**src/rtl/wrb_pkg.sv**
```systemverilog
package wrb_pkg;

    typedef enum logic [1:0] {
        ST_IDLE   = 2'd0,
        ST_COMMIT = 2'd1,
        ST_FETCH  = 2'd2,
        ST_REPLY  = 2'd3
    } wrb_state_t;

    typedef enum logic [2:0] {
        OP_NONE      = 3'd0,
        OP_LATCH_LO  = 3'd1,
        OP_COMMIT_HI = 3'd2,
        OP_READ_LO   = 3'd3,
        OP_READ_HI   = 3'd4
    } wrb_op_t;

    // A write wins over a read presented in the same cycle.
    function automatic wrb_op_t wrb_decode(input logic wr, input logic rd, input logic upper);
        if (wr) return upper ? OP_COMMIT_HI : OP_LATCH_LO;
        if (rd) return upper ? OP_READ_HI : OP_READ_LO;
        return OP_NONE;
    endfunction

endpackage

```
**src/rtl/wrb_fsm.sv**
```systemverilog
module wrb_fsm
    import wrb_pkg::*;
(
    input  logic       clk,
    input  logic       rst_n,
    input  wrb_op_t    op_i,
    output wrb_state_t state_o,
    output logic       ready_o,
    output logic       reg_wr_o,
    output logic       reg_rd_o,
    output logic       rvalid_o
);

    wrb_state_t state_q, state_d;

    always_ff @(posedge clk or negedge rst_n) begin
        if (!rst_n) state_q <= ST_IDLE;
        else        state_q <= state_d;
    end

    always_comb begin
        state_d = state_q;
        unique case (state_q)
            ST_IDLE: begin
                case (op_i)
                    OP_COMMIT_HI: state_d = ST_COMMIT;
                    OP_READ_LO:   state_d = ST_FETCH;
                    OP_READ_HI:   state_d = ST_REPLY;
                    default:      state_d = ST_IDLE;
                endcase
            end
            ST_COMMIT: state_d = ST_IDLE;
            ST_FETCH:  state_d = ST_REPLY;
            ST_REPLY:  state_d = ST_IDLE;
        endcase
    end

    always_comb begin
        ready_o  = 1'b0;
        reg_wr_o = 1'b0;
        reg_rd_o = 1'b0;
        rvalid_o = 1'b0;
        unique case (state_q)
            ST_IDLE:   ready_o  = 1'b1;
            ST_COMMIT: reg_wr_o = 1'b1;
            ST_FETCH:  reg_rd_o = 1'b1;
            ST_REPLY:  rvalid_o = 1'b1;
        endcase
    end

    assign state_o = state_q;

    // strobes never overlap
    p_strobe_excl_r9: assert property (@(posedge clk) disable iff (!rst_n)
        $onehot0({reg_wr_o, reg_rd_o, rvalid_o}));

    // register write strobe lasts one cycle
    p_wr_pulse_r9: assert property (@(posedge clk) disable iff (!rst_n)
        reg_wr_o |=> !reg_wr_o);

    // a fetch is always followed by the bus reply
    p_fetch_reply_r5: assert property (@(posedge clk) disable iff (!rst_n)
        reg_rd_o |=> rvalid_o);

    // an accepted upper-word write commits on the next cycle
    p_accept_commit_r3: assert property (@(posedge clk) disable iff (!rst_n)
        (op_i == OP_COMMIT_HI) |=> reg_wr_o);

endmodule

```
**src/rtl/wrb_hold.sv**
```systemverilog
module wrb_hold #(
    parameter int HW = 32
) (
    input  logic          clk,
    input  logic          rst_n,
    input  logic          ld_bus_i,
    input  logic [HW-1:0] bus_d_i,
    input  logic          ld_reg_i,
    input  logic [HW-1:0] reg_d_i,
    output logic [HW-1:0] q_o
);

    logic [HW-1:0] hold_q;

    always_ff @(posedge clk or negedge rst_n) begin
        if (!rst_n)        hold_q <= '0;
        else if (ld_reg_i) hold_q <= reg_d_i;
        else if (ld_bus_i) hold_q <= bus_d_i;
    end

    assign q_o = hold_q;

    // the two writers of the shared holding register never collide
    p_hold_excl_r6: assert property (@(posedge clk) disable iff (!rst_n)
        !(ld_bus_i && ld_reg_i));

endmodule

```
**src/rtl/wrb_capture.sv**
```systemverilog
module wrb_capture
    import wrb_pkg::*;
#(
    parameter int AW  = 12,
    parameter int HW  = 32,
    parameter int SEL = 2
) (
    input  logic            clk,
    input  logic            rst_n,
    input  wrb_op_t         op_i,
    input  logic [AW-1:0]   bus_addr_i,
    input  logic [HW-1:0]   bus_wdata_i,
    input  logic [HW-1:0]   hold_i,
    input  logic            fetch_i,
    input  logic [HW-1:0]   reg_rdata_lo_i,
    output logic [AW-1:0]   reg_addr_o,
    output logic [2*HW-1:0] reg_wdata_o,
    output logic [HW-1:0]   bus_rdata_o
);

    localparam logic [AW-1:0] LANE_BIT = AW'(1) << SEL;

    always_ff @(posedge clk or negedge rst_n) begin
        if (!rst_n) begin
            reg_addr_o  <= '0;
            reg_wdata_o <= '0;
            bus_rdata_o <= '0;
        end else begin
            if (op_i == OP_COMMIT_HI || op_i == OP_READ_LO)
                reg_addr_o <= bus_addr_i & ~LANE_BIT;
            if (op_i == OP_COMMIT_HI)
                reg_wdata_o <= {bus_wdata_i, hold_i};
            if (op_i == OP_READ_HI)
                bus_rdata_o <= hold_i;
            else if (fetch_i)
                bus_rdata_o <= reg_rdata_lo_i;
        end
    end

    // register-side address never carries the word-select bit
    p_lane_clear_r3: assert property (@(posedge clk) disable iff (!rst_n)
        (op_i == OP_COMMIT_HI || op_i == OP_READ_LO) |=> !reg_addr_o[SEL]);

endmodule

```
**src/rtl/wide_reg_bridge.sv**
```systemverilog
module wide_reg_bridge
    import wrb_pkg::*;
#(
    parameter int AW = 12,
    parameter int HW = 32
) (
    input  logic            clk,
    input  logic            rst_n,
    input  logic [AW-1:0]   bus_addr,
    input  logic            bus_wr,
    input  logic            bus_rd,
    input  logic [HW-1:0]   bus_wdata,
    output logic            bus_ready,
    output logic [HW-1:0]   bus_rdata,
    output logic            bus_rvalid,
    output logic [AW-1:0]   reg_addr,
    output logic            reg_wr,
    output logic            reg_rd,
    output logic [2*HW-1:0] reg_wdata,
    input  logic [2*HW-1:0] reg_rdata
);

    localparam int DW  = 2 * HW;
    localparam int SEL = $clog2(HW / 8);

    wrb_op_t       op;
    wrb_state_t    state;
    logic [HW-1:0] hold;

    assign op = bus_ready ? wrb_decode(bus_wr, bus_rd, bus_addr[SEL]) : OP_NONE;

    wrb_fsm u_fsm (
        .clk      (clk),
        .rst_n    (rst_n),
        .op_i     (op),
        .state_o  (state),
        .ready_o  (bus_ready),
        .reg_wr_o (reg_wr),
        .reg_rd_o (reg_rd),
        .rvalid_o (bus_rvalid)
    );

    wrb_hold #(.HW(HW)) u_hold (
        .clk      (clk),
        .rst_n    (rst_n),
        .ld_bus_i (op == OP_LATCH_LO),
        .bus_d_i  (bus_wdata),
        .ld_reg_i (reg_rd),
        .reg_d_i  (reg_rdata[DW-1:HW]),
        .q_o      (hold)
    );

    wrb_capture #(.AW(AW), .HW(HW), .SEL(SEL)) u_capture (
        .clk            (clk),
        .rst_n          (rst_n),
        .op_i           (op),
        .bus_addr_i     (bus_addr),
        .bus_wdata_i    (bus_wdata),
        .hold_i         (hold),
        .fetch_i        (reg_rd),
        .reg_rdata_lo_i (reg_rdata[HW-1:0]),
        .reg_addr_o     (reg_addr),
        .reg_wdata_o    (reg_wdata),
        .bus_rdata_o    (bus_rdata)
    );

    // ready only in the idle state
    p_ready_idle_r7: assert property (@(posedge clk) disable iff (!rst_n)
        bus_ready == (state == ST_IDLE));

    // every commit traces back to an accepted upper-word write
    p_commit_src_r3: assert property (@(posedge clk) disable iff (!rst_n)
        reg_wr |-> $past(bus_ready && bus_wr && bus_addr[SEL]));

    // a lower-word write leaves the bridge ready
    p_latch_ready_r2: assert property (@(posedge clk) disable iff (!rst_n)
        (bus_ready && bus_wr && !bus_addr[SEL]) |=> bus_ready);

endmodule

```
**config.mk**
```make
export PLATFORM = sky130hd
export DESIGN_NAME = wide_reg_bridge
export DESIGN_NICKNAME = d
export VERILOG_FILES = /design/src/rtl/wrb_pkg.sv /design/src/rtl/wrb_fsm.sv /design/src/rtl/wrb_hold.sv /design/src/rtl/wrb_capture.sv /design/src/rtl/wide_reg_bridge.sv
export SDC_FILE = /design/constraint.sdc
export NUM_CORES = 1
export LEC_CHECK = 0
export BUFFER_PORTS_ARGS = -buffer_cell sky130_fd_sc_hd__buf_2
export CAP_MARGIN = 20
export CORE_MARGIN = 2
export CORE_UTILIZATION = 54
export DETAILED_ROUTE_END_ITERATION = 8
export HOLD_SLACK_MARGIN = 0.15
export PLACE_DENSITY = 0.86
export SETUP_SLACK_MARGIN = 0.05
export SYNTH_ARGS = -nofsm -noshare
export SYNTH_HDL_FRONTEND = slang
export SYNTH_HIERARCHICAL = 1
export SYNTH_SLANG_ARGS = --single-unit
```
**constraint.sdc**
```tcl
create_clock -name clk -period 3.1 [get_ports clk]
set_input_delay 0.155 -clock clk [delete_from_list [all_inputs] [get_ports clk]]
set_output_delay 0.155 -clock clk [all_outputs]
set_load 0.02 [all_outputs]
```
==> qor.txt, run 1 <==
Status: finished clean
1st-pass router iterations: 4
Critical Path Fanout Max: 32
Placer Congestion: 0.829
Internal reg-to-reg setup slack: 340 ps
Worst VDD drop: 0.000816 V
Post-Syn Nets: 541
Post-synth top area share: 0.568
Worst-path clk slew: 60 ps
Worst setup SP type: register
Final hold viol count: 0
CTS Buf Count: 17
Count of final setup violators: 0
Synth unique cells: 29
Peak Freq: 0.363 GHz
Slew @ Worst Pin: 795 ps
Synth Cell Area: 6210 µm²
Max-cap violation count: 0
Slew Limit Headroom: 0.470
LEAKAGE: 4.46 nW
Total number of vias: 5059
Initial Utilization: 0.549
Chip width: 111 µm
TritonCTS clock tree: yes
Top cells by area, synth: dfrtp_1, mux2_2, mux2_4
Async set-or-reset flop fraction in the synthesized netlist: 1.00
Clock sinks: 141
CP arrival: 3050 ps
Cells after Synth: 429
CTS root buf: clkbuf_16
Syn-to-layout area delta: 50.0%
Global route total overflow: 0
Starting DRC count in detailed routing: 334
Critical Path RT: 3390 ps
Avg WL per Cell: 20.3 µm
DP HPWL: 9550 µm
Layout Skew: 8.99 ps
Most frequent cell after synthesis: dfrtp_1
Post-CTS Setup Bufs: 0
Via density: 5.36
CTS H-Tree Depth: 4
RSZ-0062 raised after global routing: no
Tcrit/Tclk final: 0.889
EDFF count, synth: 0
I/O Buffers: 222
Core footprint: 11300 µm²
PwrDens: 1080 nW/µm²
Clock Path Buffers: 2
Synth top cells by count: dfrtp_1, mux2_2, nand2_1
Sequential fraction of the synthesis area: 0.568
Yosys reg bits: 141
Post-route setup TNS: 0 ps
Row cnt: 39
Minimum clock period: 2760 ps
All-Layer GR Usage: 0.315
Syn_area_per_cell: 14.5 µm²
Post-route ant nets: 0
# diodes: 0
Initial antenna violation count: 0
Fin util: 0.823
Number of remaining DRC errors: 0
Hold WC Path Type: input pin to register
Area leader, netlist: dfrtp_1
Synth Warn #: 6
Prevailing post-synth register cell: dfrtp_1
Setup crit end kind: register
Crit Path Category: register to register
Power after layout: 10.1 mW
Die area: 12400 µm²
Final Net Count: 900
Max Slew Vio Count: 0
First-pass GRT wire length: 30300 µm
Number of I/O pins: 224
Largest net degree at the start of global routing: 98
Vias in the first global route: 5733
WHS: 338 ps
Routed WL: 19200 µm
Share of layout cells above drive strength 1: 0.500
Clock latency at the later pin of the worst-skew pair: 410 ps
Die Height: 111 µm
[placed cells by master, fill, tap and decap left out, drive strengths merged, types with 2 or more instances in the layout]
| cell | Yosys | layout |
|---|---|---|
| o21ai | 33 | 33 |
| clkinvlp | 0 | 2 |
| clkinv | 0 | 3 |
| nor2 | 6 | 6 |
| mux2i | 32 | 32 |
| inv | 2 | 2 |
| mux2 | 139 | 139 |
| dlygate4sd3 | 0 | 139 |
| nand2 | 33 | 33 |
| nand2b | 2 | 2 |
| nor2b | 2 | 2 |
| or3b | 2 | 2 |
| clkbuf | 1 | 25 |
| buf | 27 | 229 |
| dfrtp | 141 | 141 |
[worst max-delay path: stages, from the launching register on]
cell,delay [ps]
dfrtp_1,450
nor2_1,430
nand2_1,150
nor2_1,370
or3b_2,500
buf_4,340
mux2_4,380
[power by group]
group	internal, mW	leakage [nW]	switching, mW
Clock	1.18	0.269	0.732
Sequential	2.79	1.70	0.624
Combinational	2.32	2.50	2.46
Total	6.29	4.46	3.81
[cell families (layout without fill, tap and decap cells)]
family                    Yosys count  after routing  synth area share
other                               1              1          0.000604
muxes                             171            171             0.322
and+or+nand+nor                    50             50            0.0385
buffers and inverters              30            401            0.0393
DFF                               141            141             0.568
AOI/OAI and AO/OA                  35             35            0.0306
xor gates and xnor gates            1              1           0.00141
[per-stage QoR]
step,cell area [µm²],setup WS (ps),std cells
floorplan,6210,814,429
global placement,7370,728,773
detailed placement,7370,592,773
CTS,9320,565,943
global route,9320,325,943
finish,9320,344,943
[metal layers]
metal	GRT usage	up-vias	wire length (µm)
met5	0	-	0
met4	0.135	0	551
met3	0.0831	51	1310
met2	0.564	260	10100
met1	0.355	2527	7220
li1	-	2221	-
[sequential cells by signal (all words and copies together), names as in the netlist]
name	flops
u_capture/reg_addr_o	11
u_capture/reg_wdata_o	64
u_capture/bus_rdata_o	32
u_fsm/state_o	2
u_hold/q_o	32
[final cells by class]
type | count | area, µm²
clock buffer | 25 | 495
clock inverter | 6 | 60.1
fill | 540 | 2000
inverter | 2 | 7.51
multi-input combinational | 258 | 2460
sequential | 141 | 3530
tap | 143 | 179
timing repair buffer | 368 | 2590
[worst paths after layout]
kind / from / end / depth (start not counted)
max: u_fsm/state_o[0]$_DFF_PN0_ / u_capture/bus_rdata_o[1]$_DFFE_PN0P_ / 6
min in group asynchronous: rst_n / u_capture/reg_wdata_o[6]$_DFFE_PN0N_ / 2
min: bus_rd / u_fsm/state_o[1]$_DFF_PN0_ / 5
max reg2reg: u_fsm/state_o[0]$_DFF_PN0_ / u_capture/bus_rdata_o[1]$_DFFE_PN0P_ / 6
min reg2reg: u_capture/reg_wdata_o[61]$_DFFE_PN0N_ / u_capture/reg_wdata_o[61]$_DFFE_PN0N_ / 1
max in group asynchronous: rst_n / u_hold/q_o[30]$_DFFE_PN0P_ / 3
[repair_timing]
item / 4_1_cts / 5_1_grt
hold endpoints to repair: 194 / 0
endpoints found under the setup margin: 0 / 0
hold buffers: 139 / 0
gates resized for setup: 0 / 0
(Power assumes the default switching activity.)
==> inputs of run 2 (changes only) <==
CORE_ASPECT_RATIO = 0.5   (was not set)
==> run 2 against run 1 <==
Against the previous run: register-to-register slack improved by 60 ps; core utilization rose by 2.1 points; combinational power fell by 1%; final area rose by 0.67%; global-route usage fell by 1.8 points; maximum frequency rose by 2.4%; largest power group unchanged.
==> qor.txt, run 2 (synthesized netlist as in run 1, its figures left out) <==
CP arrival: 2980 ps (was 3050 ps)
FF-to-FF End: u_capture/bus_rdata_o[23]$_DFFE_PN0P_ (was u_capture/bus_rdata_o[1]$_DFFE_PN0P_)
Commonest non-fill, non-tap cell in the layout: buf_2 (unchanged)
Minimum clock period: 2690 ps (was 2760 ps)
NetSw: 3.78 mW (was 3.81 mW)
Reg2reg start: u_fsm/state_o[0]$_DFF_PN0_ (unchanged)
Largest net degree at the start of global routing: 63 (was 98)
Syn-to-layout area delta: 51.0% (was 50.0%)
Worst VDD drop: 0.000684 V (was 0.000816 V)
Max-cap violation count: 0 (unchanged)
Met2 Routed Length: 9700 µm (was 10100 µm)
Post-DP Area: 7410 µm² (was 7370 µm²)
Max Slew Vio Count: 0 (unchanged)
Post-route setup TNS: 0 ps (unchanged)
Setup crit end kind: register (unchanged)
Peak Freq: 0.371 GHz (was 0.363 GHz)
CTS H-Tree Depth: 4 (unchanged)
Final Net Count: 905 (was 900)
Hold WC Path Type: input pin to asynchronous set/reset pin (was input pin to register)
Final hold viol count: 0 (unchanged)
Internal: 6.31 mW (was 6.29 mW)
Initial antenna violation count: 0 (unchanged)
Routed WL: 17900 µm (was 19200 µm)
DP Worst Slack: 568 ps (was 592 ps)
Final cell count without fillers: 952 (was 943)
Core footprint: 11100 µm² (was 11300 µm²)
First-pass GRT wire length: 28300 µm (was 30300 µm)
LEAKAGE: 4.49 nW (was 4.46 nW)
Global route total overflow: 0 (unchanged)
Largest Register: u_capture/reg_wdata_o (unchanged)
Number of I/O pins: 224 (unchanged)
Count of final setup violators: 0 (unchanged)
I/O Buffers: 222 (unchanged)
Starting DRC count in detailed routing: 199 (was 334)
Placer Congestion: 0.823 (was 0.829)
Crit Path Category: register to register (unchanged)
RSZ-0062 raised after global routing: no (unchanged)
Via density: 5.23 (was 5.36)
Row cnt: 27 (was 39)
TritonCTS clock tree: yes (unchanged)
Max FFs per register: 64 (unchanged)
Die Height: 79.8 µm (was 111 µm)
Commonest cells after routing, fill and taps aside: buf_2, dfrtp_1, dlygate4sd3_1 (unchanged)
Clock Path Buffers: 2 (unchanged)
Share of layout cells above drive strength 1: 0.506 (was 0.500)
DP HPWL: 9770 µm (was 9550 µm)
All-Layer GR Usage: 0.298 (was 0.315)
Slew @ Worst Pin: 582 ps (was 795 ps)
CTS root buf: clkbuf_16 (unchanged)
Power after layout: 10.1 mW (about the same)
Worst reg-to-reg path cell count: 6 (unchanged)
Crit path from: u_fsm/state_o[0]$_DFF_PN0_ (unchanged)
Final instance area: 9380 µm² (was 9320 µm²)
Number of remaining DRC errors: 0 (unchanged)
Internal reg-to-reg setup slack: 410 ps (was 340 ps)
PwrDens: 1080 nW/µm² (about the same)
Avg WL per Cell: 18.8 µm (was 20.3 µm)
Worst setup SP type: register (unchanged)
Flop pwr share: 0.334 (was 0.338)
M1 WL: 6820 µm (was 7220 µm)
Placed insts: 780 (was 773)
Initial Utilization: 0.559 (was 0.549)
Critical Path RT: 3390 ps (about the same)
Vias in the first global route: 5640 (was 5733)
Uppermost layer routed: met4 (unchanged)
WHS: 304 ps (was 338 ps)
Slew Limit Headroom: 0.612 (was 0.470)
Post-route ant nets: 0 (unchanged)
Switch share: 0.374 (was 0.378)
Chip width: 156 µm (was 111 µm)
Status: finished clean (unchanged)
Clock sinks: 141 (unchanged)
Total number of vias: 4978 (was 5059)
Critical Path Fanout Max: 23 (was 32)
Met3 wire len: 688 µm (was 1310 µm)
Clock share of power: 0.197 (was 0.189)
Layout Skew: 9.67 ps (was 8.99 ps)
Comb pwr share: 0.469 (was 0.473)
Die area: 12400 µm² (about the same)
1st-pass router iterations: 4 (unchanged)
Crit path capture: u_capture/bus_rdata_o[23]$_DFFE_PN0P_ (was u_capture/bus_rdata_o[1]$_DFFE_PN0P_)
PostCTS Resize Cnt: 0 (unchanged)
Clock latency at the later pin of the worst-skew pair: 400 ps (was 410 ps)
CTS Buf Count: 17 (unchanged)
Worst-path clk slew: 60 ps (about the same)
Fin util: 0.844 (was 0.823)
Tcrit/Tclk final: 0.869 (was 0.889)
Post-CTS Setup Bufs: 0 (unchanged)
Worst setup margin: 407 ps (was 344 ps)
## run 2: cell types whose count changed in the layout (fill, tap and decap cells not counted), moves of 2 or more
cell,previous run,this run
buf_4,5,10
clkbuf_8,4,0
clkinv_4,0,3
clkinvlp_4,2,5
clkbuf_1,4,2
## run 2: layout make-up
cell class | count | area, µm²
diodes | 1 | 2.50
clock buffers | 19 | 433
clock inverters | 13 | 143
fillers | 567 | 1740
inverters | 2 | 7.51
multi-input cells | 258 | 2460
flip-flops and latches | 141 | 3530
well taps | 145 | 181
repair buffers | 373 | 2620
## run 2: critical path, cell delays in order, from the launching register on
cell and delay, ps:
dfrtp_1 450, nor2_1 390, nand2_1 100, nor2_1 340, or3b_2 690, buf_12 270, mux2_4 320
## run 2: per-layer routing
| metal | vias up | global-route usage |
|---|---|---|
| li1 | 2232 | - |
| met3 | 62 | 0.0575 |
| met4 | 0 | 0.161 |
| met1 | 2506 | 0.323 |
| met2 | 178 | 0.558 |
| met5 | - | 0 |
## run 2: worst min-delay path by stage
stage,start,endpoint,slack [ps],cells past startpoint
final,rst_n,u_capture/reg_addr_o[6]$_DFFE_PN0P_,300,2
after global routing,bus_rd,u_fsm/state_o[1]$_DFF_PN0_,310,5
after CTS,bus_rd,u_fsm/state_o[1]$_DFF_PN0_,260,5
after detailed placement,rst_n,u_capture/reg_addr_o[6]$_DFFE_PN0P_,180,1
after global placement,rst_n,u_capture/reg_addr_o[6]$_DFFE_PN0P_,180,1
after floorplan,rst_n,u_capture/bus_rdata_o[0]$_DFFE_PN0P_,-140,0
## run 2: repair_timing
item | CTS | global route
hold endpoints to repair | 166 | 0
setup endpoints to repair | 0 | 0
hold buffers | 139 | 0
## run 2: power groups by stage
stage | registers (mW) | clock network [mW] | logic [mW]
floorplan | 4.13 | 0 | 2.00
global placement | 3.28 | 0 | 3.94
detailed placement | 3.34 | 0 | 4.07
CTS | 3.31 | 2.01 | 4.58
global route | 3.48 | 2.11 | 4.98
finish | 3.37 | 1.99 | 4.73
